[config.mk]
export PLATFORM = sky130hd
export DESIGN_NAME = async_rx
export DESIGN_NICKNAME = d
export VERILOG_FILES = /design/src/rtl/async_rx_pkg.sv /design/src/rtl/async_rx_baud.sv /design/src/rtl/async_rx_front.sv /design/src/rtl/async_rx_fsm.sv /design/src/rtl/async_rx.sv
export SDC_FILE = /design/constraint.sdc
export NUM_CORES = 1
export LEC_CHECK = 0
export BUFFER_PORTS_ARGS = -buffer_cell sky130_fd_sc_hd__buf_4
export CAP_MARGIN = 20
export CORE_MARGIN = 8
export CORE_UTILIZATION = 35
export CTS_CLUSTER_DIAMETER = 50
export CTS_CLUSTER_SIZE = 16
export DETAILED_ROUTE_END_ITERATION = 16
export GPL_TIMING_DRIVEN = 0
export PLACE_DENSITY_LB_ADDON = 0.05
export SLEW_MARGIN = 20
export SYNTH_ARGS = -nofsm -noshare
export SYNTH_HDL_FRONTEND = slang
export SYNTH_SLANG_ARGS = --single-unit
[constraint.sdc]
create_clock -name clk_i -period 4.45 [get_ports clk_i]
set_clock_uncertainty 0.2 [all_clocks]
set_input_delay 0.445 -clock clk_i [delete_from_list [all_inputs] [get_ports clk_i]]
set_output_delay 0.445 -clock clk_i [all_outputs]
set_load 0.1 [all_outputs]
[src/rtl/async_rx_pkg.sv]
package async_rx_pkg;
  localparam int MAX_BITS = 9;

  typedef enum logic [2:0] {
    S_IDLE, S_START, S_DATA, S_PAR, S_STOP1, S_STOP2
  } rx_state_e;

  function automatic logic mode_is_uart(input logic [2:0] m);
    return (m == 3'b100) || (m == 3'b101) || (m == 3'b110);
  endfunction

  function automatic logic [3:0] mode_len(input logic [2:0] m);
    case (m)
      3'b100:  return 4'd7;
      3'b110:  return 4'd9;
      default: return 4'd8;
    endcase
  endfunction
endpackage

[src/rtl/async_rx_baud.sv]
module async_rx_baud #(
  parameter int DIV_W = 12
) (
  input  logic             clk_i,
  input  logic             rst_ni,
  input  logic             en_i,
  input  logic             clr_i,
  input  logic [DIV_W-1:0] div_i,
  output logic             tick_o
);
  logic [DIV_W-1:0] cnt_q;

  always_ff @(posedge clk_i or negedge rst_ni) begin
    if (!rst_ni)                     cnt_q <= '0;
    else if (clr_i || !en_i)         cnt_q <= '0;
    else if (cnt_q == div_i)         cnt_q <= '0;
    else                             cnt_q <= cnt_q + 1'b1;
  end

  assign tick_o = en_i && !clr_i && (cnt_q == div_i);

  // ticks are never adjacent unless the divider is 0
  a_r1_tick_spacing: assert property (@(posedge clk_i) disable iff (!rst_ni)
    (tick_o && div_i != '0) |=> (!tick_o || div_i != $past(div_i)));
endmodule

[src/rtl/async_rx_front.sv]
module async_rx_front #(
  parameter int SYNC_STAGES = 2
) (
  input  logic clk_i,
  input  logic rst_ni,
  input  logic rxd_i,
  input  logic invert_i,
  output logic line_o,
  output logic fall_o
);
  logic [SYNC_STAGES-1:0] sync_q;
  logic                   prev_q;

  always_ff @(posedge clk_i or negedge rst_ni) begin
    if (!rst_ni) begin
      sync_q <= '1;
      prev_q <= 1'b0;
    end else begin
      sync_q <= {sync_q[SYNC_STAGES-2:0], rxd_i};
      prev_q <= line_o;
    end
  end

  assign line_o = sync_q[SYNC_STAGES-1] ^ invert_i;
  assign fall_o = prev_q && !line_o;
endmodule

[src/rtl/async_rx_fsm.sv]
module async_rx_fsm
  import async_rx_pkg::*;
#(
  parameter int OS_RATE = 16
) (
  input  logic                clk_i,
  input  logic                rst_ni,
  input  logic                en_i,
  input  logic                tick_i,
  input  logic                line_i,
  input  logic                fall_i,
  input  logic [3:0]          n_bits_i,
  input  logic                parity_en_i,
  input  logic                parity_odd_i,
  input  logic                two_stop_i,
  output logic                clr_o,
  output logic                done_o,
  output logic [MAX_BITS-1:0] sr_o,
  output logic                perr_o,
  output logic                ferr_o
);
  localparam int OS_W = $clog2(OS_RATE);
  localparam logic [OS_W-1:0] MID  = OS_W'(OS_RATE / 2 - 1);
  localparam logic [OS_W-1:0] LAST = OS_W'(OS_RATE - 1);

  rx_state_e           state_q, state_d;
  logic [OS_W-1:0]     os_q, os_d;
  logic [3:0]          cnt_q, cnt_d;
  logic [MAX_BITS-1:0] sr_q, sr_d;
  logic                acc_q, acc_d, perr_q, perr_d, ferr_q, ferr_d;
  logic                sample;

  assign sample = tick_i && ((state_q == S_START) ? (os_q == MID) : (os_q == LAST));

  always_comb begin
    state_d = state_q; os_d = os_q; cnt_d = cnt_q; sr_d = sr_q;
    acc_d = acc_q; perr_d = perr_q; ferr_d = ferr_q;
    clr_o = 1'b0; done_o = 1'b0;
    if (tick_i) os_d = sample ? '0 : os_q + 1'b1;
    unique case (state_q)
      S_IDLE: if (fall_i) begin
        state_d = S_START; os_d = '0; clr_o = 1'b1;
      end
      S_START: if (sample) begin
        if (line_i) state_d = S_IDLE;  // start bit not confirmed
        else begin
          state_d = S_DATA; cnt_d = '0; sr_d = '0;
          acc_d = 1'b0; perr_d = 1'b0; ferr_d = 1'b0;
        end
      end
      S_DATA: if (sample) begin
        sr_d  = {line_i, sr_q[MAX_BITS-1:1]};
        acc_d = acc_q ^ line_i;
        cnt_d = cnt_q + 1'b1;
        if (cnt_q == n_bits_i - 1'b1) state_d = parity_en_i ? S_PAR : S_STOP1;
      end
      S_PAR: if (sample) begin
        perr_d  = acc_q ^ line_i ^ parity_odd_i;
        state_d = S_STOP1;
      end
      S_STOP1: if (sample) begin
        ferr_d = !line_i;
        if (two_stop_i) state_d = S_STOP2;
        else begin state_d = S_IDLE; done_o = 1'b1; end
      end
      S_STOP2: if (sample) begin
        ferr_d = ferr_q | !line_i;
        state_d = S_IDLE; done_o = 1'b1;
      end
      default: state_d = S_IDLE;
    endcase
    if (!en_i) begin
      state_d = S_IDLE; os_d = '0; done_o = 1'b0; clr_o = 1'b0;
    end
  end

  always_ff @(posedge clk_i or negedge rst_ni) begin
    if (!rst_ni) begin
      state_q <= S_IDLE; os_q <= '0; cnt_q <= '0; sr_q <= '0;
      acc_q <= 1'b0; perr_q <= 1'b0; ferr_q <= 1'b0;
    end else begin
      state_q <= state_d; os_q <= os_d; cnt_q <= cnt_d; sr_q <= sr_d;
      acc_q <= acc_d; perr_q <= perr_d; ferr_q <= ferr_d;
    end
  end

  assign sr_o   = sr_d;
  assign perr_o = perr_d;
  assign ferr_o = ferr_d;

  a_r3_start_on_low: assert property (@(posedge clk_i) disable iff (!rst_ni)
    $rose(state_q != S_IDLE) |-> $past(!line_i));
  a_r6_done_on_tick: assert property (@(posedge clk_i) disable iff (!rst_ni)
    done_o |-> (tick_i && en_i));
endmodule

[src/rtl/async_rx.sv]
module async_rx
  import async_rx_pkg::*;
#(
  parameter int DIV_W       = 12,
  parameter int OS_RATE     = 16,
  parameter int SYNC_STAGES = 2
) (
  input  logic             clk_i,
  input  logic             rst_ni,
  input  logic [2:0]       mode_i,
  input  logic             parity_en_i,
  input  logic             parity_odd_i,
  input  logic             two_stop_i,
  input  logic             invert_i,
  input  logic             msb_first_i,
  input  logic [DIV_W-1:0] div_i,
  input  logic             rxd_i,
  input  logic             rd_i,
  output logic [8:0]       data_o,
  output logic             ri_o,
  output logic             rts_o,
  output logic             irq_o,
  output logic             parity_err_o,
  output logic             frame_err_o,
  output logic             overrun_o
);
  localparam int DATA_W = MAX_BITS;

  logic              uart_on, tick, clr, line, fall, done, perr, ferr, load;
  logic [3:0]        n_bits;
  logic [DATA_W-1:0] sr, aligned, rev_full, word;
  logic [DATA_W-1:0] buf_q;
  logic              ri_q, ovr_q, perr_q, ferr_q, irq_q;

  assign uart_on = mode_is_uart(mode_i);
  assign n_bits  = mode_len(mode_i);

  async_rx_front #(.SYNC_STAGES(SYNC_STAGES)) i_front (
    .clk_i, .rst_ni, .rxd_i, .invert_i, .line_o(line), .fall_o(fall));

  async_rx_baud #(.DIV_W(DIV_W)) i_baud (
    .clk_i, .rst_ni, .en_i(uart_on), .clr_i(clr), .div_i, .tick_o(tick));

  async_rx_fsm #(.OS_RATE(OS_RATE)) i_fsm (
    .clk_i, .rst_ni, .en_i(uart_on), .tick_i(tick), .line_i(line), .fall_i(fall),
    .n_bits_i(n_bits), .parity_en_i, .parity_odd_i, .two_stop_i,
    .clr_o(clr), .done_o(done), .sr_o(sr), .perr_o(perr), .ferr_o(ferr));

  // shift register is left-aligned; full reversal already right-aligns reversed data
  assign aligned = sr >> (4'(DATA_W) - n_bits);
  for (genvar k = 0; k < DATA_W; k++) begin : g_rev
    assign rev_full[k] = sr[DATA_W-1-k];
  end
  assign word = msb_first_i ? rev_full : aligned;
  assign load = done && (!ri_q || rd_i);

  always_ff @(posedge clk_i or negedge rst_ni) begin
    if (!rst_ni) begin
      buf_q <= '0; ri_q <= 1'b0; ovr_q <= 1'b0;
      perr_q <= 1'b0; ferr_q <= 1'b0; irq_q <= 1'b0;
    end else if (!uart_on) begin
      buf_q <= '0; ri_q <= 1'b0; ovr_q <= 1'b0;
      perr_q <= 1'b0; ferr_q <= 1'b0; irq_q <= 1'b0;
    end else begin
      irq_q <= load;
      if (load) begin
        buf_q <= word; ri_q <= 1'b1; perr_q <= perr; ferr_q <= ferr;
      end else if (rd_i) begin
        ri_q <= 1'b0;
      end
      if (done && ri_q && !rd_i) ovr_q <= 1'b1;
      else if (rd_i)             ovr_q <= 1'b0;
    end
  end

  assign data_o       = buf_q;
  assign ri_o         = ri_q;
  assign rts_o        = ri_q;
  assign irq_o        = irq_q;
  assign parity_err_o = perr_q;
  assign frame_err_o  = ferr_q;
  assign overrun_o    = ovr_q;

  a_r6_load_sets_ri: assert property (@(posedge clk_i) disable iff (!rst_ni)
    (uart_on && done) |=> ri_o);
  a_r8_overrun_holds: assert property (@(posedge clk_i) disable iff (!rst_ni)
    (uart_on && done && ri_o && !rd_i) |=> ($stable(data_o) && overrun_o && !irq_o));
  a_r7_rts_drops_on_read: assert property (@(posedge clk_i) disable iff (!rst_ni)
    (uart_on && rd_i && !done) |=> !rts_o);
  a_r11_off_clears: assert property (@(posedge clk_i) disable iff (!rst_ni)
    !uart_on |=> (!ri_o && !overrun_o && data_o == '0));
endmodule

==> metrics.txt, run 1 <==
register clock-pin slew on the reported worst setup and hold paths=0.10 ns; final WL=7.61 mm; setup_tns=0 ns; worst slew pin tran=0.683 ns; vias in the first global route=2450; pwr/cell area=269 mW/mm^2; critical path data arrival time=2.91 ns; core footprint=0.00822 mm^2; Critical Path Start Type=flip-flop; Starting DRT DRC Count=178; die area=0.0117 mm^2; Post-Syn Instances=297; clk_lat worst skew=0.31 ns; Syn. warnings=0; DPL Wire Length=5.58 mm; CTS buffer count=5; Initial Util=36.1%; H-tree levels=2; die width=108 um; GRT overflow=0; Max Cap Viol=0; drt pass-1 iters=4; CP Max Fanout=10; share of cells above drive strength 1=24.0%; Ant. Diodes=0; Hold Slack=-0.0488 ns; I/O Buffers=37; Post-Place Cells=439; Worst VDD drop=0.116 mV; critical path required time=4.43 ns; number of synthesized flops with an enable pin=0; Relative slew margins=54.5%; Lkg Pwr=0.00155 uW; final slew viol count=0; Synth Flop Type=dfrtp_1; nets@finish=368; row count=33; status=finished, violations left; crit path kind=reg2reg; sequential area share after synthesis=43.9%; Fillers=823; gr usage total=13.5%; Final min period=2.94 ns; CTS tree=built; final setup vio count=0; DR WL/cell=17.0 um; post-synth cell types=66; IO Count=39; Post-CTS Setup Bufs=0; die height=108 um; CTS Sinks=52; drt drc=0; Peak Freq=341 MHz; Placer Congestion=0.818; root buffer cell=clkbuf_8; synthesized area per cell=9.99 um^2; synthesized cell area=0.00297 mm^2; Clock Path Buffers=2; syn_nets=324; first-pass GRT wire length=12.5 mm; final std cells w/o fill=447; largest net degree at the start of global routing=53; FFs w/ async S/R, synth=100%; failing checks=negative hold slack; initial antenna violation count=0; Syn-to-layout area delta=18.1%; Final Hold Vio Count=48; post-route ant nets=0; cts hold-fix bufs=0; worst hold path class=in2async; Worst Setup End Kind=flip-flop; RSZ-0062 raised after global routing=false; synthesized flop and latch total=52; Tcrit/Tclk final=66.0%; Vias=2317; Vias/cell=5.18; CTS resizes=0
-- registers in the layout, indices dropped and copies added (netlist names) --
name and count:
ri_o 1, i_fsm.cnt_q 4, parity_err_o 1, i_fsm.acc_q 1, i_fsm.perr_q 1, i_baud.cnt_q 12
i_fsm.state_q 3, i_front.sync_q 2, i_fsm.os_q 4, i_fsm.sr_q 9, i_front.prev_q 1, frame_err_o 1
data_o 9, overrun_o 1, irq_o 1, i_fsm.ferr_q 1
-- logic make-up (layout without fill, tap and decap cells) --
kind of cell	Yosys count	after routing	synth area share (%)
xor+xnor	30	30	9.11
compound gates	68	68	18.4
mux	5	5	1.73
buf+inv	26	71	5.40
flops	52	52	43.9
simple gates	113	113	20.1
fa+ha+maj	3	3	1.27
-- Yosys cell counts (4+ instances only) --
| cell | n | share of area (%) |
|---|---|---|
| a22o_2 | 4 | 1.3 |
| clkbuf_1 | 5 | 0.63 |
| nand4_1 | 7 | 1.5 |
| nor3_1 | 8 | 1.3 |
| nor2_1 | 30 | 3.8 |
| xor2_1 | 8 | 2.4 |
| buf_6 | 7 | 2.7 |
| nand3_1 | 14 | 2.4 |
| inv_1 | 11 | 1.4 |
| dfrtp_1 | 50 | 42 |
| o21ai_0 | 7 | 1.2 |
| mux2i_1 | 4 | 1.3 |
| a21oi_1 | 15 | 2.5 |
| xnor2_1 | 21 | 6.2 |
| and3_1 | 8 | 1.7 |
| nand2_1 | 23 | 2.9 |
-- worst paths after layout --
path / start / endpoint / slack, ns / cells after the start
worst min-delay path: rst_ni / overrun_o / -0.05 / 1
worst max register to register: i_front.sync_q[1] / frame_err_o / 1.51 / 8
worst min register to register: i_front.sync_q[0] / i_front.sync_q[1] / 0.17 / 0
worst max-delay path: i_front.sync_q[1] / frame_err_o / 1.51 / 8
min in group clk_i: rxd_i / i_front.sync_q[0] / 0.03 / 1
max in group asynchronous: rst_ni / i_baud.cnt_q[8] / 3.62 / 1
-- power by group --
part           internal (uW)  leakage (uW)  switching [uW]
Combinational           37.2      0.000767            53.6
Clock                    199     0.0000645             170
Sequential               477      0.000716            4.64
-- routing by layer --
metal	vias up	GRT usage [%]	part of all wire [%]	wire, um
met5	-	0	0	0
met4	0	3.47	1.0	78
met3	8	3.33	4.8	369
met2	60	20.3	44	3330
met1	1087	19.0	50	3830
li1	1162	-	-	-
-- layout by cell type, fill, tap and decap left out, types with 3 or more instances in the layout --
| master | count |
|---|---|
| dfrtp_1 | 50 |
| buf_4 | 38 |
| nor2_1 | 30 |
| nand2_1 | 23 |
| xnor2_1 | 21 |
| a21oi_1 | 15 |
| nand3_1 | 14 |
| inv_1 | 11 |
| nor3_1 | 8 |
| xor2_1 | 8 |
| and3_1 | 8 |
| buf_6 | 7 |
| nand4_1 | 7 |
| o21ai_0 | 7 |
| clkbuf_8 | 7 |
| clkbuf_1 | 5 |
| a22o_2 | 4 |
| mux2i_1 | 4 |
| or3_1 | 3 |
| o32ai_1 | 3 |
| nor2b_1 | 3 |
| nand2b_1 | 3 |
| o211ai_1 | 3 |
| a221oi_1 | 3 |
| a31oi_1 | 3 |
| ha_1 | 3 |
-- worst max-delay path: stages (launching register included) --
cell	delay, ns
dfstp_2	0.55
xnor2_2	0.18
a31o_4	0.32
nor4_4	0.29
buf_6	0.19
nand2_1	0.12
or3_1	0.35
o32ai_1	0.47
o21ai_1	0.13
-- area by class of cell --
| cell class | instances | area, um^2 | share of cell area [%] |
|---|---|---|---|
| timing repair buffer | 37 | 278 | 7.93 |
| tap | 105 | 131 | 3.75 |
| inverter | 12 | 50.0 | 1.43 |
| clock buffer | 7 | 96.3 | 2.75 |
| buffer | 14 | 110 | 3.14 |
| multi-input combinational | 219 | 1500 | 42.9 |
| clock inverter | 1 | 30.0 | 0.857 |
| sequential | 52 | 1300 | 37.2 |
-- stage by stage --
step	util [%]	setup slack (ns)	power [uW]	cell area [um^2]
after floorplan	-	1.80	540	2970
after global placement	41.1	1.46	584	3380
after detailed placement	41.1	1.48	583	3380
after CTS	42.6	1.55	953	3500
after global routing	42.6	1.39	977	3500
final	42.6	1.51	941	3500
(Power assumes the default switching activity.)
==> inputs of run 2 (changes only) <==
- clock period: 4.45 -> 3 ns (I/O delays scaled with it)
==> run 2 against run 1 <==
  * The run now ends clean
  * Total power rose by 48%
  * Cell count rose by 0.67%
  * Sequential power rose by 49%
  * Register-to-register slack got worse by 1.3 ns
  * Non-clock buffer count rose by 3
  * Sequential share of layout area fell by 0.56 points
  * Maximum frequency rose by 4.1%
  * Largest cell class unchanged
  * Flip-flop and latch count did not move
  * Via count rose by 0.99%
==> metrics.txt, run 2 (synthesis gave the netlist of run 1 again) <==
Crit path largest cell delay=0.58 ns; Starting DRT DRC Count=189; GRT overflow=0; CP Cell Sequence=xnor2_4 -> a31o_4 -> nor4_4 -> buf_6 -> nand3_4 -> buf_6 -> a22o_4 -> a222oi_1 -> nand2_1; critical path required time=2.99 ns; Crit. Startpoint=i_front.sync_q[1]; die area=0.0117 mm^2; I/O Buffers=37; Clock Path Buffers=2; most common cell after layout, fill and taps aside=dfrtp_1; clk_lat worst skew=0.31 ns; Hold Slack=0.0271 ns; most common cell type on the critical path=buf_6; Post-CTS Setup Bufs=0; Largest Register=i_baud.cnt_q; final WL=7.63 mm; setup_tns=0 ns; DR WL/cell=17.0 um; Initial Util=36.1%; Relative slew margins=54.4%; status=completed; r2r setup slk=0.18 ns; DPL Wire Length=5.58 mm; die height=108 um; Critical Path Start Type=flip-flop; die width=108 um; row count=33; Placer Congestion=0.818; r2r endpoint=data_o[6]; most frequent cells in the layout=dfrtp_1 (50), buf_4 (38), nor2_1 (30), nand2_1 (23), xnor2_1 (21); Tcrit/Tclk final=94.0%; largest net degree at the start of global routing=53; first-pass GRT wire length=12.6 mm; IO Count=39; Max Cap Viol=0; CP max stage cell=dfstp_2; initial antenna violation count=0; worst setup path endpoint=data_o[6]; crit path kind=reg2reg; drt pass-1 iters=4; Final min period=2.82 ns; Worst VDD drop=0.173 mV; share of cells above drive strength 1=24.3%; CTS Sinks=52; WP depth=9; core footprint=0.00822 mm^2; drt drc=0; gr usage total=13.6%; worst r2r path cells=9; worst slew pin tran=0.684 ns; register clock-pin slew on the reported worst setup and hold paths=0.10 ns; Ant. Diodes=0; H-tree levels=2; nets@finish=371; final setup vio count=0; post-route ant nets=0; critical path data arrival time=2.81 ns; CTS buffer count=5; CP delay by family, top=compound AO/OA/AOI/OAI gates; vias in the first global route=2471; final slew viol count=0; pwr/cell area=393 mW/mm^2; Peak Freq=355 MHz; CP Max Fanout=10; flip-flop count of the largest register after layout=12; Final Hold Vio Count=0; Syn-to-layout area delta=19.9%; worst r2r src=i_front.sync_q[1]; min-delay src=parity_en_i; Vias=2340; root buffer cell=clkbuf_8; Vias/cell=5.20; Crit path buffers/inverters=2; RSZ-0062 raised after global routing=false; Worst Setup End Kind=flip-flop; Lkg Pwr=0.00156 uW; worst hold path class=in2reg; CTS tree=built
==> run 2: area by class of cell <==
cell class                      instances  area (um^2)
Clock inverter                          1         30.0
Sequential cell                        52         1300
Tap cell                              105          131
Multi-Input combinational cell        219         1530
Buffer                                 14          110
Fill cell                             818         4660
Inverter                               12         50.0
Clock buffer                            7         96.3
Timing Repair Buffer                   40          308
==> run 2: worst min path at each step <==
stage / slack (ns) / cells past startpoint / to
6_report: 0.03 / 3 / i_fsm.state_q[1]
2_1_floorplan: -0.20 / 0 / data_o[0]
3_5_place_dp: 0.15 / 0 / i_front.sync_q[1]
5_1_grt: 0.06 / 3 / i_fsm.state_q[1]
4_1_cts: 0.02 / 3 / i_fsm.state_q[1]
3_3_place_gp: 0.15 / 0 / i_front.sync_q[1]
==> run 2: routing by layer <==
layer / global-route usage [%] / part of all wire [%]
met5: 0 / 0
met2: 20.6 / 45
met3: 3.69 / 5.1
met4: 3.47 / 0.69
met1: 18.7 / 50
==> run 2: power by group <==
| part | switching [uW] | leakage, uW | internal (uW) | total [uW] |
|---|---|---|---|---|
| sequential | 7.40 | 0.000716 | 708 | 716 |
| combinational | 80.8 | 0.000782 | 59.2 | 140 |
| clock | 247 | 0.0000645 | 295 | 542 |
==> run 2: per-stage QoR <==
| step | total power [uW] | std cells | setup slack, ns | area (um^2) | util, % |
|---|---|---|---|---|---|
| after floorplan | 801 | 297 | 0.346 | 2970 | - |
| after global placement | 867 | 439 | 0.129 | 3380 | 41.1 |
| after detailed placement | 865 | 439 | 0.148 | 3380 | 41.1 |
| after CTS | 1420 | 450 | 0.103 | 3530 | 43.0 |
| after global routing | 1460 | 450 | 0.0245 | 3560 | 43.3 |
| final | 1400 | 450 | 0.180 | 3560 | 43.3 |
==> run 2: worst reg2reg max path, cell delays in order, from the launching register on <==
cell and delay (ns):
dfstp_2 0.58, xnor2_4 0.14, a31o_4 0.30, nor4_4 0.29, buf_6 0.19, nand3_4 0.11
buf_6 0.19, a22o_4 0.24, a222oi_1 0.36, nand2_1 0.10
==> run 2: repair_timing <==
action / CTS / global route
hold buffers: 3 / 0
endpoints found under the setup margin: 0 / 4
gates resized for setup: 0 / 3
endpoints found under the hold margin: 52 / 0
==> inputs of run 3 (changes only) <==
- SETUP_SLACK_MARGIN: default -> 0.4
==> run 3 against run 2 <==
  * Final area is 5.6% higher
  * Total power is 7.1% lower
  * Critical path depth is 1 lower
  * Hold slack better by 0.011 ns
  * Cell count is 3.3% higher
  * Clock-buffer cell count stayed put
  * Routed wire length is 1.3% higher
  * Maximum frequency is 7.2% higher
  * Critical endpoint is now data_o[2]
  * Register-to-register slack better by 0.19 ns
==> metrics.txt, run 3 (synthesis gave the netlist of run 1 again) <==
H-tree levels=2; die area=0.0117 mm^2; setup_tns=0 ns; die width=108 um; sequential power share=55.1%; Relative slew margins=54.3%; CTS tree=built; worst slew pin tran=0.685 ns; Worst VDD drop=0.153 mV; register clock-pin slew on the reported worst setup and hold paths=0.10 ns; RSZ-0062 raised after global routing=true; Max Cap Viol=0; Clock Path Buffers=2; Worst Setup End Kind=flip-flop; share of cells above drive strength 1=31.7%; final setup vio count=0; clk_lat worst skew=0.31 ns; die height=108 um; largest net degree at the start of global routing=53; Crit. Startpoint=i_front.sync_q[1]; Internal=963 uW; flip-flop count of the largest register after layout=12; Final Hold Vio Count=0; DPL Wire Length=5.59 mm; Comb power frac=11.8%; dpl ws=0.150 ns; r2r setup slk=0.37 ns; worst setup path endpoint=data_o[2]; worst hold path class=in2reg; CTS buffer count=5; Peak Freq=380 MHz; Psw=334 uW; Tcrit/Tclk final=87.7%; initial antenna violation count=0; CTS Sinks=52; worst r2r path cells=8; critical path data arrival time=2.64 ns; nets@finish=386; Ant. Diodes=0; Vias=2436; Placer Congestion=0.825; Largest Register=i_baud.cnt_q; post-route setup slack=0.368 ns; Final min period=2.63 ns; post-route ant nets=0; Fillers=838; Clock power frac=33.1%; most frequent cells in the layout=buf_4 (53), dfrtp_1 (49), nor2_1 (29), nand2_1 (23), xnor2_1 (21); DR WL/cell=16.6 um; Vias/cell=5.24; first-pass GRT wire length=13.2 mm; crit path kind=reg2reg; most common cell after layout, fill and taps aside=buf_4; Starting DRT DRC Count=116; vias in the first global route=2529; Hold Path Depth=3; worst r2r src=i_front.sync_q[1]; critical path required time=3.00 ns; root buffer cell=clkbuf_8; Initial Util=36.1%; switching share of power=25.8%; status=completed; CP Max Fanout=7; Syn-to-layout area delta=26.5%; GRT overflow=0; r2r endpoint=data_o[2]; gr usage total=14.1%; drt pass-1 iters=4; I/O Buffers=37; Critical Path Start Type=flip-flop; IO Count=39; row count=33; final WL=7.72 mm; drt drc=0; Lkg Pwr=0.00166 uW; pwr/cell area=346 mW/mm^2; core footprint=0.00822 mm^2; final slew viol count=0
==> run 3: cell count changes in the layout (fill, tap and decap cells not counted), sizes merged <==
cell / delta
buf: +15
clkinvlp: +1
bufinv: -1
==> run 3: worst min-delay path by stage <==
stage / startpoint / to / slack, ns
floorplan: rst_ni / data_o[0] / -0.20
global placement: i_front.sync_q[0] / i_front.sync_q[1] / 0.15
detailed placement: i_front.sync_q[0] / i_front.sync_q[1] / 0.15
CTS: parity_en_i / i_fsm.state_q[1] / 0.03
global route: parity_en_i / i_fsm.state_q[1] / 0.04
finish: parity_en_i / i_fsm.state_q[1] / 0.04
==> run 3: per-layer routing <==
metal  up-vias  share of wire, %  wire [um]  track usage, %
li1       1199                 -          -               -
met1      1173                49       3820            20.0
met2        58                44       3390            20.6
met3         6               5.6        436            3.69
met4         0              0.95         73            3.87
met5         -                 0          0               0
==> run 3: stage by stage <==
step	hold WS (ns)	util (%)	total power (uW)	cell area, um^2	cells
after floorplan	-0.196	-	801	2970	297
after global placement	0.147	41.1	865	3380	439
after detailed placement	0.153	41.1	864	3380	439
after CTS	0.0318	44.1	1310	3620	461
after global routing	0.0411	45.7	1360	3750	465
final	0.0377	45.7	1300	3750	465
==> run 3: timing repair <==
action | in CTS | in global routing
setup buffers | 11 | 4
setup endpoints to repair | 13 | 23
resized for setup | 6 | 22
pin swaps | 10 | 12
hold endpoints to repair | 52 | 0
hold buffers | 3 | 0
gates cloned | 0 | 0
==> run 3: power groups by stage <==
stage	registers, uW	clock network [uW]	logic [uW]
detailed placement	729	0	135
global route	716	474	170
finish	715	430	153
CTS	715	450	150
global placement	729	0	136
floorplan	727	0	74.2
==> run 3: worst max-delay path: stages (launching register included) <==
cell and delay, ns:
dfstp_2 0.58, xnor2_4 0.08, a31o_4 0.25, nor4_4 0.28, buf_6 0.17, nand3_4 0.10
a22o_1 0.29, a22o_1 0.26, a211o_1 0.30
==> run 3: final cells by class <==
cell class	count	area [um^2]	area share (%)
clock inverter	1	7.51	0.200
clock buffer	7	86.3	2.30
tap	105	131	3.50
buffer	14	123	3.27
sequential	52	1310	34.8
multi-input combinational	219	1630	43.4
inverter	12	50.0	1.33
timing repair buffer	55	420	11.2
